===== config.mk =====
export PLATFORM = sky130hd
export DESIGN_NAME = rename_unit
export DESIGN_NICKNAME = d
export VERILOG_FILES = /design/src/rtl/rn_pkg.sv /design/src/rtl/rn_free_list.sv /design/src/rtl/rn_map_table.sv /design/src/rtl/rn_branch_ctl.sv /design/src/rtl/rename_unit.sv
export SDC_FILE = /design/constraint.sdc
export NUM_CORES = 2
export LEC_CHECK = 0
export ABC_CLOCK_PERIOD_IN_PS = 6560
export CAP_MARGIN = 25
export CORE_ASPECT_RATIO = 0.7
export CORE_MARGIN = 1.5
export CORE_UTILIZATION = 45
export DETAILED_ROUTE_END_ITERATION = 8
export HOLD_SLACK_MARGIN = 0.08
export PLACE_DENSITY_LB_ADDON = 0.25
export SLEW_MARGIN = 0
export SYNTH_ARGS = -nofsm -noshare
export SYNTH_HDL_FRONTEND = slang
export SYNTH_SLANG_ARGS = --single-unit
export TNS_END_PERCENT = 100

===== constraint.sdc =====
create_clock -name clk -period 6.56 [get_ports clk]
set_input_delay 0.656 -clock clk [delete_from_list [all_inputs] [get_ports clk]]
set_output_delay 0.656 -clock clk [all_outputs]
set_load 0.05 [all_outputs]

===== src/rtl/rn_pkg.sv =====
package rn_pkg;
    parameter int unsigned RN_LOG_REGS  = 32;
    parameter int unsigned RN_PHYS_REGS = 64;
    parameter int unsigned RN_BRANCHES  = 4;

    typedef enum logic [1:0] {
        RSV_NONE = 2'd0,
        RSV_OK   = 2'd1,
        RSV_MISS = 2'd2
    } rsv_kind_e;
endpackage


===== src/rtl/rn_free_list.sv =====
module rn_free_list #(
    parameter int unsigned NUM_LOG  = rn_pkg::RN_LOG_REGS,
    parameter int unsigned NUM_PHYS = rn_pkg::RN_PHYS_REGS,
    localparam int unsigned PW      = $clog2(NUM_PHYS)
) (
    input  logic          clk,
    input  logic          rst_n,
    input  logic          pop_i,
    input  logic          push_i,
    input  logic [PW-1:0] push_reg_i,
    input  logic          restore_i,
    input  logic [PW:0]   restore_head_i,
    output logic [PW-1:0] head_reg_o,
    output logic [PW:0]   head_next_o,
    output logic [PW:0]   count_o
);
    typedef struct packed {
        logic [NUM_PHYS-1:0][PW-1:0] slot;
        logic [PW:0]                 head;
        logic [PW:0]                 tail;
    } fl_state_t;

    function automatic fl_state_t init_state();
        fl_state_t s;
        for (int i = 0; i < NUM_PHYS; i++) begin
            s.slot[i] = (i < NUM_PHYS - NUM_LOG) ? PW'(NUM_LOG + i) : '0;
        end
        s.head = '0;
        s.tail = (PW+1)'(NUM_PHYS - NUM_LOG);
        return s;
    endfunction

    fl_state_t st_d, st_q;

    always_comb begin
        st_d = st_q;
        if (pop_i) begin
            st_d.head = st_q.head + (PW+1)'(1);
        end
        if (restore_i) begin
            st_d.head = restore_head_i;
        end
        if (push_i) begin
            st_d.slot[st_q.tail[PW-1:0]] = push_reg_i;
            st_d.tail = st_q.tail + (PW+1)'(1);
        end
    end

    always_ff @(posedge clk) begin
        if (!rst_n) begin
            st_q <= init_state();
        end else begin
            st_q <= st_d;
        end
    end

    assign head_reg_o  = st_q.slot[st_q.head[PW-1:0]];
    assign head_next_o = st_q.head + (PW+1)'(pop_i);
    assign count_o     = st_q.tail - st_q.head;
endmodule


===== src/rtl/rn_map_table.sv =====
module rn_map_table #(
    parameter int unsigned NUM_LOG  = rn_pkg::RN_LOG_REGS,
    parameter int unsigned NUM_PHYS = rn_pkg::RN_PHYS_REGS,
    parameter int unsigned NUM_BR   = rn_pkg::RN_BRANCHES,
    localparam int unsigned LW      = $clog2(NUM_LOG),
    localparam int unsigned PW      = $clog2(NUM_PHYS),
    localparam int unsigned BW      = $clog2(NUM_BR)
) (
    input  logic          clk,
    input  logic          rst_n,
    input  logic [LW-1:0] rd_a_i,
    input  logic [LW-1:0] rd_b_i,
    input  logic [LW-1:0] rd_d_i,
    output logic [PW-1:0] rd_a_o,
    output logic [PW-1:0] rd_b_o,
    output logic [PW-1:0] rd_d_o,
    input  logic          wr_i,
    input  logic [LW-1:0] wr_log_i,
    input  logic [PW-1:0] wr_phys_i,
    input  logic          save_i,
    input  logic [BW-1:0] save_slot_i,
    input  logic          restore_i,
    input  logic [BW-1:0] restore_slot_i
);
    typedef logic [NUM_LOG-1:0][PW-1:0] map_t;

    typedef struct packed {
        map_t                   map;
        logic [NUM_BR-1:0][NUM_LOG*PW-1:0] ckpt;
    } mt_state_t;

    function automatic mt_state_t init_state();
        mt_state_t s;
        for (int i = 0; i < NUM_LOG; i++) begin
            s.map[i] = PW'(i);
        end
        for (int b = 0; b < NUM_BR; b++) begin
            s.ckpt[b] = s.map;
        end
        return s;
    endfunction

    mt_state_t st_d, st_q;

    always_comb begin
        st_d = st_q;
        if (restore_i) begin
            st_d.map = st_q.ckpt[restore_slot_i];
        end else if (wr_i) begin
            st_d.map[wr_log_i] = wr_phys_i;
        end
        if (save_i) begin
            st_d.ckpt[save_slot_i] = st_d.map;
        end
    end

    always_ff @(posedge clk) begin
        if (!rst_n) begin
            st_q <= init_state();
        end else begin
            st_q <= st_d;
        end
    end

    assign rd_a_o = st_q.map[rd_a_i];
    assign rd_b_o = st_q.map[rd_b_i];
    assign rd_d_o = st_q.map[rd_d_i];
endmodule


===== src/rtl/rn_branch_ctl.sv =====
module rn_branch_ctl #(
    parameter int unsigned NUM_BR = rn_pkg::RN_BRANCHES,
    parameter int unsigned PTRW   = 7,
    localparam int unsigned BW    = $clog2(NUM_BR)
) (
    input  logic              clk,
    input  logic              rst_n,
    input  logic              alloc_i,
    input  logic [PTRW-1:0]   head_i,
    input  logic              rsv_valid_i,
    input  logic [BW-1:0]     rsv_tag_i,
    input  logic              rsv_miss_i,
    output logic [BW-1:0]     slot_o,
    output logic [NUM_BR-1:0] live_mask_o,
    output logic [NUM_BR-1:0] pending_o,
    output logic              restore_o,
    output logic [PTRW-1:0]   restore_head_o
);
    import rn_pkg::*;

    typedef struct packed {
        logic [NUM_BR-1:0]             pending;
        logic [NUM_BR-1:0][NUM_BR-1:0] parent;
        logic [NUM_BR-1:0][PTRW-1:0]   head;
    } br_state_t;

    br_state_t  st_d, st_q;
    rsv_kind_e  kind;
    logic [NUM_BR-1:0] tag_bit;

    always_comb begin
        tag_bit = '0;
        tag_bit[rsv_tag_i] = 1'b1;
        if (!rsv_valid_i || !st_q.pending[rsv_tag_i]) begin
            kind = RSV_NONE;
        end else if (rsv_miss_i) begin
            kind = RSV_MISS;
        end else begin
            kind = RSV_OK;
        end
    end

    always_comb begin
        slot_o = '0;
        for (int i = NUM_BR - 1; i >= 0; i--) begin
            if (!st_q.pending[i]) begin
                slot_o = BW'(i);
            end
        end
    end

    assign live_mask_o    = st_q.pending & ~((kind == RSV_OK) ? tag_bit : '0);
    assign pending_o      = st_q.pending;
    assign restore_o      = (kind == RSV_MISS);
    assign restore_head_o = st_q.head[rsv_tag_i];

    always_comb begin
        st_d = st_q;
        case (kind)
            RSV_OK: begin
                st_d.pending = st_q.pending & ~tag_bit;
                for (int i = 0; i < NUM_BR; i++) begin
                    st_d.parent[i] = st_q.parent[i] & ~tag_bit;
                end
            end
            RSV_MISS: begin
                st_d.pending = st_q.pending & st_q.parent[rsv_tag_i];
            end
            default: ;
        endcase
        if (alloc_i) begin
            st_d.pending[slot_o] = 1'b1;
            st_d.parent[slot_o]  = live_mask_o;
            st_d.head[slot_o]    = head_i;
        end
    end

    always_ff @(posedge clk) begin
        if (!rst_n) begin
            st_q <= '0;
        end else begin
            st_q <= st_d;
        end
    end
endmodule


===== src/rtl/rename_unit.sv =====
module rename_unit #(
    parameter int unsigned NUM_LOG  = rn_pkg::RN_LOG_REGS,
    parameter int unsigned NUM_PHYS = rn_pkg::RN_PHYS_REGS,
    parameter int unsigned NUM_BR   = rn_pkg::RN_BRANCHES,
    localparam int unsigned LW      = $clog2(NUM_LOG),
    localparam int unsigned PW      = $clog2(NUM_PHYS),
    localparam int unsigned BW      = $clog2(NUM_BR)
) (
    input  logic              clk,
    input  logic              rst_n,
    input  logic              ren_valid,
    input  logic [LW-1:0]     ren_src1,
    input  logic [LW-1:0]     ren_src2,
    input  logic              ren_has_dst,
    input  logic [LW-1:0]     ren_dst,
    input  logic              ren_is_branch,
    output logic              ren_ready,
    output logic              out_valid,
    output logic [PW-1:0]     out_psrc1,
    output logic [PW-1:0]     out_psrc2,
    output logic [PW-1:0]     out_pdst,
    output logic [PW-1:0]     out_old_pdst,
    output logic [NUM_BR-1:0] out_mask,
    output logic [BW-1:0]     out_br_tag,
    input  logic              rsv_valid,
    input  logic [BW-1:0]     rsv_tag,
    input  logic              rsv_mispredict,
    input  logic              cmt_valid,
    input  logic [PW-1:0]     cmt_old_pdst
);
    logic          fire;
    logic          do_alloc;
    logic          do_branch;
    logic          squash;
    logic [PW-1:0] head_reg;
    logic [PW:0]   head_next;
    logic [PW:0]   restore_head;
    logic [PW:0]   fl_count;
    logic [BW-1:0] br_slot;
    logic [NUM_BR-1:0] br_live;
    logic [NUM_BR-1:0] br_pending;

    assign ren_ready = !squash
                    && (!ren_has_dst || (fl_count != '0))
                    && (!ren_is_branch || !(&br_pending));
    assign fire      = ren_valid && ren_ready;
    assign do_alloc  = fire && ren_has_dst;
    assign do_branch = fire && ren_is_branch;

    rn_free_list #(.NUM_LOG(NUM_LOG), .NUM_PHYS(NUM_PHYS)) u_free (
        .clk            (clk),
        .rst_n          (rst_n),
        .pop_i          (do_alloc),
        .push_i         (cmt_valid),
        .push_reg_i     (cmt_old_pdst),
        .restore_i      (squash),
        .restore_head_i (restore_head),
        .head_reg_o     (head_reg),
        .head_next_o    (head_next),
        .count_o        (fl_count)
    );

    rn_map_table #(.NUM_LOG(NUM_LOG), .NUM_PHYS(NUM_PHYS), .NUM_BR(NUM_BR)) u_map (
        .clk            (clk),
        .rst_n          (rst_n),
        .rd_a_i         (ren_src1),
        .rd_b_i         (ren_src2),
        .rd_d_i         (ren_dst),
        .rd_a_o         (out_psrc1),
        .rd_b_o         (out_psrc2),
        .rd_d_o         (out_old_pdst),
        .wr_i           (do_alloc),
        .wr_log_i       (ren_dst),
        .wr_phys_i      (head_reg),
        .save_i         (do_branch),
        .save_slot_i    (br_slot),
        .restore_i      (squash),
        .restore_slot_i (rsv_tag)
    );

    rn_branch_ctl #(.NUM_BR(NUM_BR), .PTRW(PW + 1)) u_br (
        .clk            (clk),
        .rst_n          (rst_n),
        .alloc_i        (do_branch),
        .head_i         (head_next),
        .rsv_valid_i    (rsv_valid),
        .rsv_tag_i      (rsv_tag),
        .rsv_miss_i     (rsv_mispredict),
        .slot_o         (br_slot),
        .live_mask_o    (br_live),
        .pending_o      (br_pending),
        .restore_o      (squash),
        .restore_head_o (restore_head)
    );

    assign out_valid  = fire;
    assign out_pdst   = ren_has_dst ? head_reg : '0;
    assign out_mask   = br_live;
    assign out_br_tag = ren_is_branch ? br_slot : '0;
endmodule


==> metrics <==
Setup WS pre-CTS 1.77 ns; Hold Buf Count CTS 0; cts bufs inserted 141; GP Congestion 0.925; Clock Sinks 1406; final non-filler cell total 8474; Highest Clock Rate 0.177 GHz; CP endpoint kind primary output; I/O pins 63; most common cell after layout, fill and taps aside dfxtp_1; later-pin clock latency in the skew report 0.80 ns; post-synth net total 6843; largest net degree at the start of global routing 248; number of synthesized register bits 1406; Async S/R FF share, synth 0%; Yosys warnings 0; Post CTS Setup Buffer Count 0; drt wl/cell 27.3 um; register area 28200 sq um; Nets 6505; CTS Buffer Depth 3; Starting Density 45.5%; Hold Path Stages 3; post-layout util 49.8%; max cap viols 0; sequential share of power 47.5%; Total Negative Setup Slacks 0 ns; Worst R2R Path Depth 11; FF-to-FF setup slack 1.65 ns; vias 57038; Sw Pwr 4.62 mW; first-pass GRT wire length 344 mm; Pre-antenna DRT Iters 9; Total Routing Usage GR 30.5%; switching share of power 25.3%; most frequent cells in the layout 1403 x dfxtp_1, 691 x nand2_1, 609 x a21oi_1; core area 144000 sq um; layout cell share with drive strength beyond 1 14.8%; PwrDens 256 nW/um^2; synthesized area 65400 sq um; worst hold path class in2reg; RSZ-0062 raised after global routing false; Worst R2R Start u_free.st_q[9]; WP data required 5.90 ns; post-layout min period 5.64 ns; critical path arrival 4.98 ns; Logic pwr share 7.1%; peak supply drop 0.000229 V; Gates resized, CTS repair 0; full die area 148000 sq um; P_int 13.7 mW; Setup WS post-layout 0.924 ns; Final Max Tran Viols 0; Post-synth EDFFs 0; Die H 322 um; crit start category flip-flop; Syn Area/Cell 9.62 sq um; clock skew 0.0259 ns; Routed WL 231 mm; Worst Hold Launch rst_n; run status complete, no violations; Placed Instances 8203; cell count after synthesis 6802; Crit Path Category reg2out; CTS tree yes; area grow syn2layout 9.36%; FP Rows 116; Worst Max-Slew Pin Slew 1.20 ns; Post-DRT Antenna Nets 0; Pleak 24.9 nW; Hold Path Sink u_map.st_q[417]; IO buf count 62; Fillers 12976; area of the multi-input gates 34500 sq um; ys flop type dfxtp_1; Final Power 18.3 mW; clock-pin slew on the worst setup and hold paths 0.06 ns; Initial DRC Count 8622; Via density 6.73; vias in the first global route 52299; # setup viols final 0; H-tree levels 4; Congestion Overflow GR 0; final period utilization 85.9%; power share of the clock group 45.4%; Critical Path Fanout Max 49; initial antenna violation count 17; Die X 459 um; sequential element share of the synthesized area 43.0%; hpwl dp 140 mm; drt drc 0; CTS Root Cell clkbuf_16; Critical R2R Capture u_map.st_q[140]; final hold violation count 0; Rel. slew slack 19.5%; Yosys cell types 89
## routing by layer
metal,part of all wire [%],global-route usage [%],vias to the layer above
li1,-,-,24774
met1,42,44.2,28118
met2,41,42.1,3572
met3,13,8.84,566
met4,3.9,12.1,8
met5,0.021,0,-
## power by group through the flow
stage / combinational [mW] / clock, mW / sequential, mW
4_1_cts: 1.27 / 8.38 / 8.69
3_3_place_gp: 1.25 / 0 / 8.87
3_5_place_dp: 1.26 / 0 / 8.88
5_1_grt: 1.34 / 8.74 / 8.69
6_report: 1.31 / 8.31 / 8.69
2_1_floorplan: 0.867 / 0 / 8.84
## sequential cells by signal, summed over array words and instances (netlist names)
signal and cells:
u_map.st_q 960, u_free.st_q 398, u_br.st_q 44, u_br.pending_o 4
## critical path, cell delays in order (launching register included)
cell and delay [ns]:
dfxtp_4 0.73, buf_4 0.73, mux4_2 0.41, mux2i_1 0.29, o32ai_1 0.27, o32ai_1 0.68, nor2_4 0.14, and2_1 0.20
clkdlybuf4s50_1 0.69
## how the worst max path moves through the flow
stage	from	end	slack, ns	depth (start not counted)
2_1_floorplan	u_free.st_q[9]	out_valid	2.37	12
3_3_place_gp	ren_dst[4]	out_old_pdst[1]	1.76	5
3_5_place_dp	u_free.st_q[9]	u_map.st_q[677]	1.77	10
4_1_cts	u_free.st_q[9]	out_pdst[1]	0.99	8
5_1_grt	u_free.st_q[9]	out_pdst[1]	0.84	8
6_report	u_free.st_q[9]	out_pdst[1]	0.92	8
## per-stage QoR
step           cell area, sq um  hold slack [ns]
2_1_floorplan             65400            0.432
3_3_place_gp              66700            0.439
3_5_place_dp              66800            0.446
4_1_cts                   71500            0.270
5_1_grt                   71600            0.335
6_report                  71600            0.352
## synth_stat cells, drive strengths merged (5+ instances only)
cell	n	area share (%)
and2	27	0.26
o22ai	5	0.048
nor3b	6	0.069
a22oi	40	0.46
o21ai	383	2.9
a21boi	18	0.21
mux2i	236	3.7
xor2	5	0.067
o31ai	167	2.1
nand2b	14	0.15
a21oi	609	4.7
nand3b	5	0.057
a31oi	294	2.8
nor2	405	3.1
nand2	703	4.1
a211oi	44	0.50
o32ai	6	0.14
ha	10	0.19
and3	35	0.33
nor2b	10	0.096
nor3	322	2.5
nor4	39	0.49
a21o	5	0.057
o211ai	7	0.10
xnor2	13	0.17
clkbuf	440	2.5
o21a	9	0.10
mux2	22	0.38
or2	9	0.086
or3	27	0.27
buf	229	2.0
dfxtp	1406	43
a221oi	8	0.12
a41oi	22	0.31
a32oi	52	0.70
mux4	445	15
nand4	58	0.55
inv	23	0.13
nand3	607	4.6
## cells by family (layout without fill, tap and decap cells)
| logic type | Yosys count | in the layout | synth area share (%) |
|---|---|---|---|
| buf+inv | 692 | 466 | 4.63 |
| fa+ha+maj | 10 | 10 | 0.191 |
| compound gates | 1690 | 1690 | 15.6 |
| other cells | 0 | 10 | 0 |
| flops | 1406 | 1406 | 43.0 |
| mux | 703 | 703 | 19.4 |
| simple gates | 2283 | 2283 | 16.9 |
| xor+xnor | 18 | 18 | 0.241 |
## layout make-up
type / count / area share, %
multi-input combinational: 4704 / 48.1
sequential: 1406 / 39.3
clock buffer: 213 / 5.92
tap: 1888 / 3.30
timing repair buffer: 188 / 2.47
clock inverter: 42 / 0.652
inverter: 23 / 0.131
antenna: 10 / 0.0350
Power figures use the tool's default switching activity.
